**src/rtl/pcie_irq_pkg.sv**
```systemverilog
package pcie_irq_pkg;

    localparam int ADDR_W     = 12;
    localparam int BANK_STEP  = 16;
    localparam int EOI_MSI_BASE = 4;

    localparam logic [ADDR_W-1:0] OFS_EOI       = 12'h050;
    localparam logic [ADDR_W-1:0] OFS_MSI_TGT   = 12'h054;
    localparam logic [ADDR_W-1:0] OFS_MSI_STAT  = 12'h104;
    localparam logic [ADDR_W-1:0] OFS_MSI_ENSET = 12'h108;
    localparam logic [ADDR_W-1:0] OFS_MSI_ENCLR = 12'h10C;
    localparam logic [ADDR_W-1:0] OFS_INT_STAT  = 12'h184;
    localparam logic [ADDR_W-1:0] OFS_INT_ENSET = 12'h188;
    localparam logic [ADDR_W-1:0] OFS_INT_ENCLR = 12'h18C;
    localparam logic [ADDR_W-1:0] OFS_ERR_STAT  = 12'h1C4;
    localparam logic [ADDR_W-1:0] OFS_ERR_ENSET = 12'h1C8;

    // Per-group register strobes decoded from the register port
    typedef struct packed {
        logic w1c;
        logic en_set;
        logic en_clr;
        logic eoi;
    } bank_ctl_t;

    function automatic logic [ADDR_W-1:0] bank_ofs(input logic [ADDR_W-1:0] base,
                                                   input int idx);
        return base + ADDR_W'(idx * BANK_STEP);
    endfunction

endpackage

```
**src/rtl/pcie_msi_stripe.sv**
```systemverilog
module pcie_msi_stripe
    import pcie_irq_pkg::*;
#(
    parameter int BANKS = 8,
    parameter int BITS  = 4,
    localparam int VEC_W  = $clog2(BANKS * BITS),
    localparam int BSEL_W = $clog2(BANKS)
) (
    input  logic                       clk,
    input  logic                       rst,
    input  logic                       valid,
    input  logic [VEC_W-1:0]           vector,
    output logic [BANKS-1:0][BITS-1:0] events
);

    // Low vector bits pick the group, high bits pick the bit inside it
    always_comb begin
        events = '0;
        if (valid)
            events[vector[BSEL_W-1:0]][vector[VEC_W-1:BSEL_W]] = 1'b1;
    end


    stripe_onehot_chk: assert property (@(posedge clk) disable iff (rst)
        $onehot0(events));


    stripe_valid_chk: assert property (@(posedge clk) disable iff (rst)
        valid |-> ($countones(events) == 1));

endmodule

```
**src/rtl/pcie_irq_bank.sv**
```systemverilog
module pcie_irq_bank
    import pcie_irq_pkg::*;
#(
    parameter int W     = 4,
    parameter bit LEVEL = 1'b0
) (
    input  logic       clk,
    input  logic       rst,
    input  bank_ctl_t  ctl,
    input  logic [W-1:0] wbits,
    input  logic [W-1:0] src,
    output logic [W-1:0] status,
    output logic [W-1:0] enable,
    output logic       irq
);

    logic [W-1:0] stat_q, en_q, stat_n, en_n, clr_mask;

    assign clr_mask = ctl.w1c ? wbits : '0;

    always_comb begin
        en_n = en_q;
        if (ctl.en_set) en_n = en_n | wbits;
        if (ctl.en_clr) en_n = en_n & ~wbits;
    end

    generate
        if (LEVEL) begin : g_level
            // Enabled bits track their input; disabled bits hold
            for (genvar i = 0; i < W; i++) begin : g_bit
                assign stat_n[i] = en_q[i] ? src[i] : (stat_q[i] & ~clr_mask[i]);
            end
        end else begin : g_edge
            // A new event overrides a clear of the same bit
            assign stat_n = (stat_q & ~clr_mask) | src;
        end
    endgenerate

    always_ff @(posedge clk) begin
        if (rst) begin
            stat_q <= '0;
            en_q   <= '0;
            irq    <= 1'b0;
        end else begin
            stat_q <= stat_n;
            en_q   <= en_n;
            irq    <= !ctl.eoi && (|(stat_q & en_q));
        end
    end

    assign status = stat_q;
    assign enable = en_q;


    eoi_gap_chk: assert property (@(posedge clk) disable iff (rst)
        ctl.eoi |=> !irq);


    irq_cause_chk: assert property (@(posedge clk) disable iff (rst)
        irq |-> $past(|(stat_q & en_q)));


    en_hold_chk: assert property (@(posedge clk) disable iff (rst)
        !(ctl.en_set || ctl.en_clr) |=> $stable(en_q));

    generate
        if (!LEVEL) begin : g_prio_chk

            evt_keep_chk: assert property (@(posedge clk) disable iff (rst)
                (|src) |=> ((stat_q & $past(src)) == $past(src)));
        end
    endgenerate

endmodule

```
**src/rtl/pcie_irq_aggregator.sv**
```systemverilog
module pcie_irq_aggregator
    import pcie_irq_pkg::*;
#(
    parameter int MSI_BANKS = 8,
    parameter int MSI_BITS  = 4,
    parameter int INTX_N    = 4,
    parameter int ERR_W     = 6,
    parameter int DATA_W    = 32
) (
    input  logic              clk,
    input  logic              rst,
    input  logic              reg_we,
    input  logic [11:0]       reg_addr,
    input  logic [DATA_W-1:0] reg_wdata,
    output logic [DATA_W-1:0] reg_rdata,
    input  logic              msi_in_valid,
    input  logic [11:0]       msi_in_addr,
    input  logic [DATA_W-1:0] msi_in_data,
    input  logic [INTX_N-1:0] intx_level,
    input  logic [ERR_W-1:0]  err_event,
    output logic [MSI_BANKS-1:0] msi_irq,
    output logic [INTX_N-1:0] intx_irq,
    output logic              err_irq
);

    localparam int NVEC  = MSI_BANKS * MSI_BITS;
    localparam int VEC_W = $clog2(NVEC);

    logic msi_hit, eoi_wr;
    logic [MSI_BANKS-1:0][MSI_BITS-1:0] msi_ev, msi_stat, msi_en;
    logic [INTX_N-1:0] int_stat, int_en;
    logic [ERR_W-1:0]  err_stat, err_en;
    bank_ctl_t msi_ctl [MSI_BANKS];
    bank_ctl_t int_ctl [INTX_N];
    bank_ctl_t err_ctl;

    // Inbound message capture: right offset and in-range vector only
    assign msi_hit = msi_in_valid && (msi_in_addr == OFS_MSI_TGT)
                     && (msi_in_data < DATA_W'(NVEC));
    assign eoi_wr  = reg_we && (reg_addr == OFS_EOI);

    pcie_msi_stripe #(.BANKS(MSI_BANKS), .BITS(MSI_BITS)) u_stripe (
        .clk    (clk),
        .rst    (rst),
        .valid  (msi_hit),
        .vector (msi_in_data[VEC_W-1:0]),
        .events (msi_ev)
    );

    generate
        for (genvar b = 0; b < MSI_BANKS; b++) begin : g_msi
            assign msi_ctl[b] = '{
                w1c:    reg_we && (reg_addr == bank_ofs(OFS_MSI_STAT, b)),
                en_set: reg_we && (reg_addr == bank_ofs(OFS_MSI_ENSET, b)),
                en_clr: reg_we && (reg_addr == bank_ofs(OFS_MSI_ENCLR, b)),
                eoi:    eoi_wr && (reg_wdata == DATA_W'(EOI_MSI_BASE + b))
            };
            pcie_irq_bank #(.W(MSI_BITS), .LEVEL(1'b0)) u_bank (
                .clk    (clk),
                .rst    (rst),
                .ctl    (msi_ctl[b]),
                .wbits  (reg_wdata[MSI_BITS-1:0]),
                .src    (msi_ev[b]),
                .status (msi_stat[b]),
                .enable (msi_en[b]),
                .irq    (msi_irq[b])
            );
        end

        for (genvar i = 0; i < INTX_N; i++) begin : g_intx
            assign int_ctl[i] = '{
                w1c:    reg_we && (reg_addr == bank_ofs(OFS_INT_STAT, i)),
                en_set: reg_we && (reg_addr == bank_ofs(OFS_INT_ENSET, i)),
                en_clr: reg_we && (reg_addr == bank_ofs(OFS_INT_ENCLR, i)),
                eoi:    eoi_wr && (reg_wdata == DATA_W'(i))
            };
            pcie_irq_bank #(.W(1), .LEVEL(1'b1)) u_bank (
                .clk    (clk),
                .rst    (rst),
                .ctl    (int_ctl[i]),
                .wbits  (reg_wdata[0]),
                .src    (intx_level[i]),
                .status (int_stat[i]),
                .enable (int_en[i]),
                .irq    (intx_irq[i])
            );
        end
    endgenerate

    assign err_ctl = '{
        w1c:    reg_we && (reg_addr == OFS_ERR_STAT),
        en_set: reg_we && (reg_addr == OFS_ERR_ENSET),
        en_clr: 1'b0,
        eoi:    1'b0
    };

    pcie_irq_bank #(.W(ERR_W), .LEVEL(1'b0)) u_err (
        .clk    (clk),
        .rst    (rst),
        .ctl    (err_ctl),
        .wbits  (reg_wdata[ERR_W-1:0]),
        .src    (err_event),
        .status (err_stat),
        .enable (err_en),
        .irq    (err_irq)
    );

    // Register read decode
    always_comb begin
        reg_rdata = '0;
        for (int b = 0; b < MSI_BANKS; b++) begin
            if (reg_addr == bank_ofs(OFS_MSI_STAT, b))
                reg_rdata[MSI_BITS-1:0] = msi_stat[b];
            if (reg_addr == bank_ofs(OFS_MSI_ENSET, b) ||
                reg_addr == bank_ofs(OFS_MSI_ENCLR, b))
                reg_rdata[MSI_BITS-1:0] = msi_en[b];
        end
        for (int i = 0; i < INTX_N; i++) begin
            if (reg_addr == bank_ofs(OFS_INT_STAT, i))
                reg_rdata[0] = int_stat[i];
            if (reg_addr == bank_ofs(OFS_INT_ENSET, i) ||
                reg_addr == bank_ofs(OFS_INT_ENCLR, i))
                reg_rdata[0] = int_en[i];
        end
        if (reg_addr == OFS_ERR_STAT)  reg_rdata[ERR_W-1:0] = err_stat;
        if (reg_addr == OFS_ERR_ENSET) reg_rdata[ERR_W-1:0] = err_en;
    end


    rst_quiet_chk: assert property (@(posedge clk)
        $past(rst) |-> (msi_irq == '0 && intx_irq == '0 && !err_irq));


    bad_tgt_chk: assert property (@(posedge clk) disable iff (rst)
        (msi_in_valid && msi_in_addr != OFS_MSI_TGT) |-> (msi_ev == '0));

endmodule

```
**config.mk**
```make
export PLATFORM = sky130hd
export DESIGN_NAME = pcie_irq_aggregator
export DESIGN_NICKNAME = d
export VERILOG_FILES = /design/src/rtl/pcie_irq_pkg.sv /design/src/rtl/pcie_msi_stripe.sv /design/src/rtl/pcie_irq_bank.sv /design/src/rtl/pcie_irq_aggregator.sv
export SDC_FILE = /design/constraint.sdc
export NUM_CORES = 1
export LEC_CHECK = 0
export ABC_AREA = 1
export BUFFER_PORTS_ARGS = -buffer_cell sky130_fd_sc_hd__buf_2
export CORE_MARGIN = 10
export CORE_UTILIZATION = 58
export DETAILED_ROUTE_END_ITERATION = 7
export GPL_ROUTABILITY_DRIVEN = 0
export PLACE_DENSITY_LB_ADDON = 0.15
export SYNTH_ARGS = -nofsm -noshare
export SYNTH_HDL_FRONTEND = slang
export SYNTH_SLANG_ARGS = --single-unit
```
**constraint.sdc**
```tcl
create_clock -name clk -period 6.51 [get_ports clk]
set_clock_uncertainty 0.2 [all_clocks]
set_input_delay 0.3255 -clock clk [delete_from_list [all_inputs] [get_ports clk]]
set_output_delay 0.3255 -clock clk [all_outputs]
set_load 0.05 [all_outputs]
```
* After elaboration in Yosys (flattened, before gate mapping)
Cells that the tools add are included.
Word-level totals: output and inout bits 45, input port bits 102, register bits after elaboration 97
Cells by class: $lt $le $gt $ge 5, eq/ne operators 51, multiplexer cells 72, bitwise logic cells 75, reductions and logical operators 101
Operators with widths (count):
- equality test 12 x 9 -> 1 bit (second input constant) | 38
- two-way mux 4 bit | 41
- equality test 32 x 3 -> 1 bit (second input constant) | 4
- equality test 32 x 4 -> 1 bit (second input constant) | 4
- bitwise AND 4 bit | 24
- logical AND 1 bit | 67
- equality test 32 x 2 -> 1 bit (second input constant) | 2
- OR 4 bit | 16
- NOT 4 bit | 9
- equality test 32 x 1 -> 1 bit (second input constant) | 1
- logical NOT 32 bit | 1
- < comparator 32 x 6 -> 1 bit (second input constant) | 1
- two-way mux 32 bit | 1
- OR reduction 4 bit | 8
- two-way mux 1 bit | 25
- equality test 12 x 7 -> 1 bit (second input constant) | 2
- two-way mux 6 bit | 3
- bitwise AND 1 bit | 12
- bitwise AND 6 bit | 2
- demux 4 bit (select 3 bit) | 1
- logical NOT 1 bit | 12
- logical OR 1 bit | 12
- OR 6 bit | 2
- NOT 6 bit | 1
- 8 further kinds | 15

* Longest topological paths before layout
Gate-level depths: netlist (run 1).
depth after elaboration 27, depth in mapped cells 31, gate-level depth less buffers 30

* Hierarchy
Synthesis (run 1) repeated with hierarchy kept, for this count alone.
Unflattened totals: cells, all modules 941, area, all modules 5735.5 µm²
By module, submodules not included:
- pcie_irq_bank (g_msi[0].u_bank ...) | cells each 47, seq. area each 180.2 µm², times used 8, area an instance 335.3 µm²
- pcie_irq_aggregator | cells each 377, seq. area each 0.0 µm², times used 1, area an instance 1854.3 µm²
- pcie_irq_bank (g_intx[0].u_bank ...) | cells each 17, seq. area each 60.1 µm², times used 4, area an instance 125.1 µm²
- pcie_irq_bank (u_err) | cells each 70, seq. area each 260.2 µm², times used 1, area an instance 498.0 µm²
- pcie_msi_stripe | cells each 50, seq. area each 0.0 µm², times used 1, area an instance 200.2 µm²

* Least setup slack after synthesis (run 1)
No wires, ideal clock.
path kind input to output, start point in reg_addr[0], end point out reg_rdata[3], buffers on the path 1, setup slack 3.599 ns, stages 8, required time 5.984 ns, arrival 2.385 ns, cells stage by stage inv_1 -> nand2_1 -> nor2_1 -> nand2_1 -> buf_2 -> nor2_1 -> inv_1 -> o21ai_0
On the way: word-level cells in the longest chain between the ends 19, elaborated cells between the ends (all ways) 52
Ends and longest elaborated chain:
- start, declared | line pcie_irq_aggregator.sv:13 | input logic [11:0] reg_addr,
- equality test 12 x 9 -> 1 bit (on tied branches) | line pcie_irq_aggregator.sv:112, pcie_irq_aggregator.sv:114, pcie_irq_aggregator.sv:115
- two-way mux 4 bit / logical OR 1 bit (equally long branches) | line pcie_irq_aggregator.sv:112, pcie_irq_aggregator.sv:114
- two-way mux 4 bit | line pcie_irq_aggregator.sv:114 | if (reg_addr == bank_ofs(OFS_MSI_ENSET, b) ||
- two-way mux 4 bit | line pcie_irq_aggregator.sv:112 | if (reg_addr == bank_ofs(OFS_MSI_STAT, b))
- two-way mux 4 bit | line pcie_irq_aggregator.sv:114
- two-way mux 4 bit | line pcie_irq_aggregator.sv:112
- two-way mux 4 bit | line pcie_irq_aggregator.sv:114
- two-way mux 4 bit | line pcie_irq_aggregator.sv:112
- [3 not listed]
- two-way mux 4 bit | line pcie_irq_aggregator.sv:112
- two-way mux 4 bit | line pcie_irq_aggregator.sv:114
- two-way mux 4 bit | line pcie_irq_aggregator.sv:112
- two-way mux 4 bit | line pcie_irq_aggregator.sv:114
- two-way mux 4 bit | line pcie_irq_aggregator.sv:112
- two-way mux 4 bit | line pcie_irq_aggregator.sv:114
- two-way mux 6 bit | line pcie_irq_aggregator.sv:125 | if (reg_addr == OFS_ERR_STAT) reg_rdata[ERR_W-1:0] = err_stat;
- two-way mux 6 bit (*) | line pcie_irq_aggregator.sv:126 | if (reg_addr == OFS_ERR_ENSET) reg_rdata[ERR_W-1:0] = err_en;
- end, declared | line pcie_irq_aggregator.sv:15 | output logic [DATA_W-1:0] reg_rdata,
Mark *: on every way between the ends. The rest lies on a longest branch, timed or not.

* Final worst setup path (run 1)
start point in reg_addr[0], end point out reg_rdata[0]
On the way: word-level cells in the longest chain between the ends 27, elaborated cells between the ends (all ways) 76
Ends and longest elaborated chain:
- equality test 12 x 9 -> 1 bit (on tied branches) | line pcie_irq_aggregator.sv:112, pcie_irq_aggregator.sv:114, pcie_irq_aggregator.sv:115
- two-way mux 4 bit / logical OR 1 bit (equally long branches) | line pcie_irq_aggregator.sv:112, pcie_irq_aggregator.sv:114
- two-way mux 4 bit | line pcie_irq_aggregator.sv:114
- two-way mux 4 bit | line pcie_irq_aggregator.sv:112
- two-way mux 4 bit | line pcie_irq_aggregator.sv:114
- two-way mux 4 bit | line pcie_irq_aggregator.sv:112
- two-way mux 4 bit | line pcie_irq_aggregator.sv:114
- two-way mux 4 bit | line pcie_irq_aggregator.sv:112
- [11 not listed]
- two-way mux 1 bit | line pcie_irq_aggregator.sv:119 | if (reg_addr == bank_ofs(OFS_INT_STAT, i))
- two-way mux 1 bit | line pcie_irq_aggregator.sv:121 | if (reg_addr == bank_ofs(OFS_INT_ENSET, i) ||
- two-way mux 1 bit | line pcie_irq_aggregator.sv:119
- two-way mux 1 bit | line pcie_irq_aggregator.sv:121
- two-way mux 1 bit | line pcie_irq_aggregator.sv:119
- two-way mux 1 bit | line pcie_irq_aggregator.sv:121
- two-way mux 6 bit | line pcie_irq_aggregator.sv:125
- two-way mux 6 bit (*) | line pcie_irq_aggregator.sv:126
Marks and branches as above.

==> results.sh, run 1 <==
export IMPL_status="finished clean"
export IMPL_switching_share_pct=29.9
export IMPL_cts_buffers=9
export IMPL_pwr_share_clk_pct=33.9
export IMPL_sequentialPowerShare_pct=54.0
export IMPL_grt_pass1_vias=5694
export IMPL_rsz0062_at_grt="no"
export IMPL_diodes=0
export IMPL_clockBufferDepth=2
export IMPL_yosysWarnings=0
export IMPL_ant_nets=0
export IMPL_avgSynthCellArea_um2=7.18
export IMPL_routedWlPerCell_um=17.3
export IMPL_layout_drive_gt1_share_pct=21.2
export IMPL_htree_levels=3
export IMPL_p_sw_w=0.000332
export IMPL_overflow=0
export IMPL_leakagePower_nw=2.54
export IMPL_critPathCaptureType="output pin"
export IMPL_reg2reg_depth=3
export IMPL_r2r_start="g_msi[3].u_bank.status[0]$_SDFF_PP0_"
export IMPL_clock_latency_ns=0.38
export IMPL_hold_class="in -> reg"
export IMPL_startpoint_type="primary input"
export IMPL_core_um2=9280
export IMPL_clkTransAtPathRegs_ns=0.11
export IMPL_nets=973
export IMPL_start_util_pct=59.9
export IMPL_max_slew_margin_rel_pct=22.0
export IMPL_multi_input_area_um2=3030
export IMPL_clock_root_buffer="clkbuf_8"
export IMPL_slew_viol_final=0
export IMPL_ir_drop_mv=0.102
export IMPL_drtPass1Iterations=5
export IMPL_critPathMostFrequentCell="nand2_1"
export IMPL_ys_ff_latch=97
export IMPL_finalHoldViolCount=0
export IMPL_tns_ns=0
export IMPL_final_common_cell="buf_2"
export IMPL_syn_to_final_growth_pct=13.0
export IMPL_antenna_found_initial=0
export IMPL_mostFrequentLayoutCells="buf_2, dfxtp_1, a21oi_1"
export IMPL_wl_um=17400
export IMPL_hpwl_um=13100
export IMPL_min_path_cells=3
export IMPL_vias=6039
export IMPL_route_detailed_drc=0
export IMPL_fmax_ghz=0.279
export IMPL_arrival_ns=3.06
export IMPL_maxCapViolCount=0
export IMPL_whs_endpoint="u_err.enable[5]$_SDFFE_PP0P_"
export IMPL_die_area_um2=13900
export IMPL_crit_path_start="reg_addr[0]"
export IMPL_drt_iter0_drc=533
export IMPL_cp_max_fo=12
export IMPL_synth_top_area_share_pct=34.9
export IMPL_fin_crit_ns=3.58
export IMPL_reg2reg_slack_ns=5.07
export IMPL_grt_max_degree=63
export IMPL_grt_pass1_wl_um=27700
export IMPL_critPathMaxStageDelay_ns=0.38
export IMPL_p_int_w=0.000776
export IMPL_cts_tree="built"
export IMPL_min_from="reg_wdata[5]"
export IMPL_die_y_um=118
export IMPL_worstMarginPinSlew_ns=1.17
export IMPL_synth_top_area_cell="dfxtp_1"
export IMPL_clock_sinks=97
export IMPL_combPwrFrac_pct=12.1
export IMPL_syn_cell_area_um2=5570
export IMPL_post_route_period_util_pct=55.0
export IMPL_synth_cell_types=44
export IMPL_final_fill_count=826
export IMPL_syn_inst=775
export IMPL_r2r_end="g_msi[3].u_bank.irq$_SDFF_PP0_"
export IMPL_port_buffers=120
export IMPL_ios=147
export IMPL_criticalPathCategory="in -> out"
export IMPL_whs_ns=0.0116
export IMPL_ff_latch_area_um2=1940
export IMPL_setup_viol=0
export IMPL_synth_area_leaders="dfxtp_1, a21oi_1, o221a_2"
export IMPL_power_density_nw_per_um2=176
export IMPL_seq_area_frac_synth_pct=34.9
export IMPL_viasPerCell=6.01
export IMPL_critical_path_slowest_cell="a21oi_1"
export IMPL_critPathRequiredTime_ns=5.98
export IMPL_rows=35
export IMPL_die_width_um=118
export IMPL_grt_use_total_pct=23.5
metrics by stage:
stage	util [%]	worst slack [ns]	cell area, µm²	total power, W	std cells
floorplan	-	3.60	5660	0.000701	800
global placement	64.6	3.08	5990	0.000736	978
detailed placement	64.6	2.99	5990	0.000738	978
CTS	67.7	2.98	6290	0.00111	1005
global route	67.7	2.61	6290	0.00114	1005
finish	67.7	2.93	6290	0.00111	1005
how the worst max path moves through the flow:
stage | slack (ns) | to | cells past startpoint
after floorplan | 3.60 | reg_rdata[3] | 8
after global routing | 2.61 | reg_rdata[0] | 29
after global placement | 3.08 | reg_rdata[0] | 29
after CTS | 2.98 | reg_rdata[0] | 29
final | 2.93 | reg_rdata[0] | 29
after detailed placement | 2.99 | reg_rdata[0] | 29
kinds of logic (layout without fill, tap and decap cells):
| family | Yosys count | after routing | share of synthesized area [%] |
|---|---|---|---|
| AND/OR/NAND/NOR | 314 | 314 | 26.7 |
| AO/OA/AOI/OAI | 222 | 222 | 25.9 |
| buffers and inverters | 141 | 217 | 12.4 |
| flip-flops | 97 | 97 | 34.9 |
| other | 1 | 26 | 0.0674 |
routing by layer:
layer | part of all wire [%] | up-vias | GRT usage (%)
met2 | 43 | 402 | 36.2
met5 | 0 | - | 0
met3 | 11 | 40 | 5.95
met4 | 2.0 | 0 | 7.73
met1 | 44 | 2712 | 31.2
li1 | - | 2885 | -
cells in the mapped netlist, drive strengths merged:
cell,n
and2,2
a21boi,1
clkbuf,29
o2111ai,2
conb,1
a21oi,91
o31ai,1
nand2,90
nor3,21
a31oi,8
or4,1
nor4,18
or2,5
o211ai,1
o221a,31
o221ai,1
nand3b,4
nand3,70
o211a,1
clkinv,5
nand4,9
dfxtp,97
a311oi,7
buf,42
a211oi,6
a221oi,9
a22o,7
nor2,93
inv,65
o32ai,1
and3,1
o21ai,55
area by class of cell:
type	count	share of cell area [%]
clock buffer	9	1.97
timing repair buffer	131	11.3
inverter	70	4.22
clock inverter	7	0.955
tap	129	2.57
sequential	97	30.9
multi-input combinational	562	48.1
power groups by stage:
stage	logic, W	clock network, W	registers (W)
after global placement	0.000124	0	0.000612
final	0.000134	0.000375	0.000598
after global routing	0.000145	0.000399	0.000599
after floorplan	0.0000903	0	0.000611
after CTS	0.000131	0.000378	0.000598
after detailed placement	0.000126	0	0.000612
worst max-delay path, delay by kind of cell:
kind | cells | cell delay, ns
compound gates | 2 | 0.49
simple gates | 24 | 1.83
buf+inv | 3 | 0.40
what timing repair did:
action | in CTS | in global routing
hold buffers | 11 | 0
buffers inserted | 0 | 0
hold endpoints to repair | 11 | 0
resized for setup | 0 | 0
Note: power is estimated with default switching activity, not from simulation.
==> run 2, diff against run 1 <==
Settings changed: ABC_AREA 1 to 0, CORE_UTILIZATION 58 to 54.
Clock period 6.51 ns to 3.4 ns, I/O delays scaled along.
==> run 2 against run 1 <==
  * Clock power increased by 110%
  * Global-route usage increased by 2.9 points
  * Combinational power increased by 130%
  * Largest cell class unchanged
  * Largest power group unchanged
  * Highest routed layer unchanged
==> results.sh, run 2 <==
export IMPL_start_util_pct=55.4
export IMPL_route_detailed_drc=0
export IMPL_hpwl_um=15200
export IMPL_pwr_share_clk_pct=35.7
export IMPL_ys_async_sr_fraction_pct=0
export IMPL_hold_class="in -> reg"
export IMPL_design_area_um2=6600
export IMPL_switching_share_pct=29.6
export IMPL_ir_drop_mv=0.225
export IMPL_critPathCaptureType="output pin"
export IMPL_p_sw_w=0.000667
export IMPL_htree_levels=3
export IMPL_post_route_period_util_pct=89.9
export IMPL_synth_top_flop_cell="dfxtp_1"
export IMPL_avgSynthCellArea_um2=7.69
export IMPL_cts_repair_resized=0
export IMPL_die_width_um=123
export IMPL_sequentialPowerShare_pct=50.8
export IMPL_min_path_cells=4
export IMPL_cts_hold_buf=16
export IMPL_clock_latency_ns=0.38
export IMPL_clockBufferDepth=2
export IMPL_startpoint_type="flip-flop"
export IMPL_syn_inst=747
export IMPL_drtPass1Iterations=5
export IMPL_synth_area_leaders="dfxtp_1, a22oi_1, nor2_1"
export IMPL_status="finished clean"
export IMPL_synth_top_area_cell="dfxtp_1"
export IMPL_critPathRequiredTime_ns=3.03
export IMPL_slew_viol_final=0
export IMPL_worstMarginPinSlew_ns=0.758
export IMPL_critPathMaxStageDelay_ns=0.48
export IMPL_combPwrFrac_pct=13.5
export IMPL_cp_max_fo=3
export IMPL_clock_sinks=97
export IMPL_syn_cell_area_um2=5750
export IMPL_leakagePower_nw=2.34
export IMPL_mostFrequentLayoutCells="buf_2, dfxtp_1, nor2_1"
export IMPL_rows=37
export IMPL_criticalPathCategory="reg -> out"
export IMPL_r2r_end="u_err.status[5]$_SDFF_PP0_"
export IMPL_layout_drive_gt1_share_pct=20.4
export IMPL_vias=6386
export IMPL_die_area_um2=15200
export IMPL_antenna_found_initial=0
export IMPL_syn_to_final_growth_pct=14.8
export IMPL_cts_tree="built"
export IMPL_nets=942
export IMPL_core_um2=10400
export IMPL_grt_pass1_wl_um=32200
export IMPL_wl_um=20600
export IMPL_overflow=0
export IMPL_arrival_ns=2.69
export IMPL_setup_viol=0
export IMPL_grt_pass1_vias=5991
export IMPL_place_area_um2=6230
export IMPL_whs_endpoint="g_msi[5].u_bank.status[3]$_SDFF_PP0_"
export IMPL_grt_max_degree=98
export IMPL_grt_use_total_pct=26.4
export IMPL_critical_path_slowest_cell="dfxtp_1"
export IMPL_port_buffers=120
export IMPL_min_from="msi_in_data[1]"
export IMPL_routedWlPerCell_um=21.0
export IMPL_whs_ns=0.0475
export IMPL_ant_nets=0
export IMPL_rsz0062_at_grt="no"
export IMPL_clkTransAtPathRegs_ns=0.09
export IMPL_die_y_um=123
export IMPL_reg2reg_depth=3
export IMPL_finalHoldViolCount=0
export IMPL_post_cts_setup_buffer_count=0
export IMPL_p_int_w=0.00159
export IMPL_diodes=0
export IMPL_r2r_start="u_err.status[5]$_SDFF_PP0_"
export IMPL_max_slew_margin_rel_pct=49.2
export IMPL_reg2reg_slack_ns=2.03
export IMPL_ys_ff_latch=97
export IMPL_fmax_ghz=0.327
export IMPL_synth_cell_types=66
export IMPL_maxCapViolCount=0
export IMPL_synth_common_cells="dfxtp_1, nor2_1, a21oi_1, nand2_1, a22oi_1"
export IMPL_power_density_nw_per_um2=342
export IMPL_synth_most_common_cell="dfxtp_1"
export IMPL_synth_edf_count=0
export IMPL_synth_top_area_share_pct=33.8
export IMPL_final_common_cell="buf_2"
export IMPL_seq_area_frac_synth_pct=33.8
export IMPL_viasPerCell=6.51
export IMPL_crit_chain="and4b_1 > a211oi_1 > o41ai_1 > a21oi_1 > a31oi_1 > o221ai_2 > a311oi_2 > buf_2"
export IMPL_tns_ns=0
export IMPL_yosysWarnings=0
export IMPL_ios=147
export IMPL_clock_root_buffer="clkbuf_8"
export IMPL_fin_crit_ns=3.06
export IMPL_cts_buffers=9
export IMPL_drt_iter0_drc=1124
==> run 2: changes by cell type after synthesis, sizes merged, moves of 11 or more <==
cell,previous run,this run
inv,65,7
a22oi,0,57
nand3,70,24
o221a,31,1
o21ai,55,27
a211oi,6,29
a21oi,91,68
nand2,90,67
buf,42,58
o22ai,0,14
clkbuf,29,40
==> run 2: cell families after synthesis <==
| family | after synthesis | synth area share, % |
|---|---|---|
| compound gates | 258 | 30.3 |
| buf+inv | 105 | 9.99 |
| flops | 97 | 33.8 |
| mux | 1 | 0.392 |
| other cells | 1 | 0.0652 |
| simple gates | 285 | 25.4 |
==> run 2: worst max path at each step <==
stage	startpoint	end	slack [ns]	cells after the start
global route	reg_addr[5]	reg_rdata[1]	0.24	9
CTS	g_msi[2].u_bank.status[1]$_SDFF_PP0_	reg_rdata[1]	0.47	8
floorplan	reg_addr[3]	reg_rdata[3]	0.03	9
finish	g_msi[2].u_bank.status[1]$_SDFF_PP0_	reg_rdata[1]	0.34	8
detailed placement	reg_addr[5]	reg_rdata[1]	0.53	9
global placement	reg_addr[1]	reg_rdata[3]	0.57	9
==> run 2: layout make-up <==
class / count / area (µm²)
fill: 958 / 3770
multi-input combinational: 570 / 3330
sequential: 97 / 1940
timing repair buffer: 155 / 916
tap: 136 / 170
clock buffer: 9 / 124
clock inverter: 7 / 86.3
inverter: 7 / 26.3
==> run 2: routing by layer <==
layer | part of all wire (%) | global-route usage, %
met5 | 0 | 0
met4 | 4.8 | 11.7
met2 | 43 | 39.7
met1 | 39 | 34.4
met3 | 13 | 7.79
==> run 2: critical path: cells and delay by family, from the launching register on <==
kind	cells	cell delay (ns)
AND/OR/NAND/NOR	1	0.23
buffers and inverters	1	0.32
flip-flops	1	0.48
AO/OA/AOI/OAI	6	1.29
==> run 2: power groups by stage <==
stage                     clock [W]  combinational [W]  sequential (W)
after floorplan                   0           0.000201         0.00117
after global placement            0           0.000278         0.00117
after detailed placement          0           0.000281         0.00117
after CTS                  0.000810           0.000296         0.00115
after global routing       0.000855           0.000324         0.00115
final                      0.000805           0.000305         0.00115
==> run 2: stage by stage <==
stage	utilization [%]	setup slack, ns	std cells	total power (W)
after global routing	63.6	0.245	981	0.00233
after global placement	60.0	0.573	949	0.00145
after detailed placement	60.0	0.526	949	0.00145
after floorplan	-	0.0316	772	0.00137
final	63.6	0.343	981	0.00226
after CTS	63.6	0.469	981	0.00225
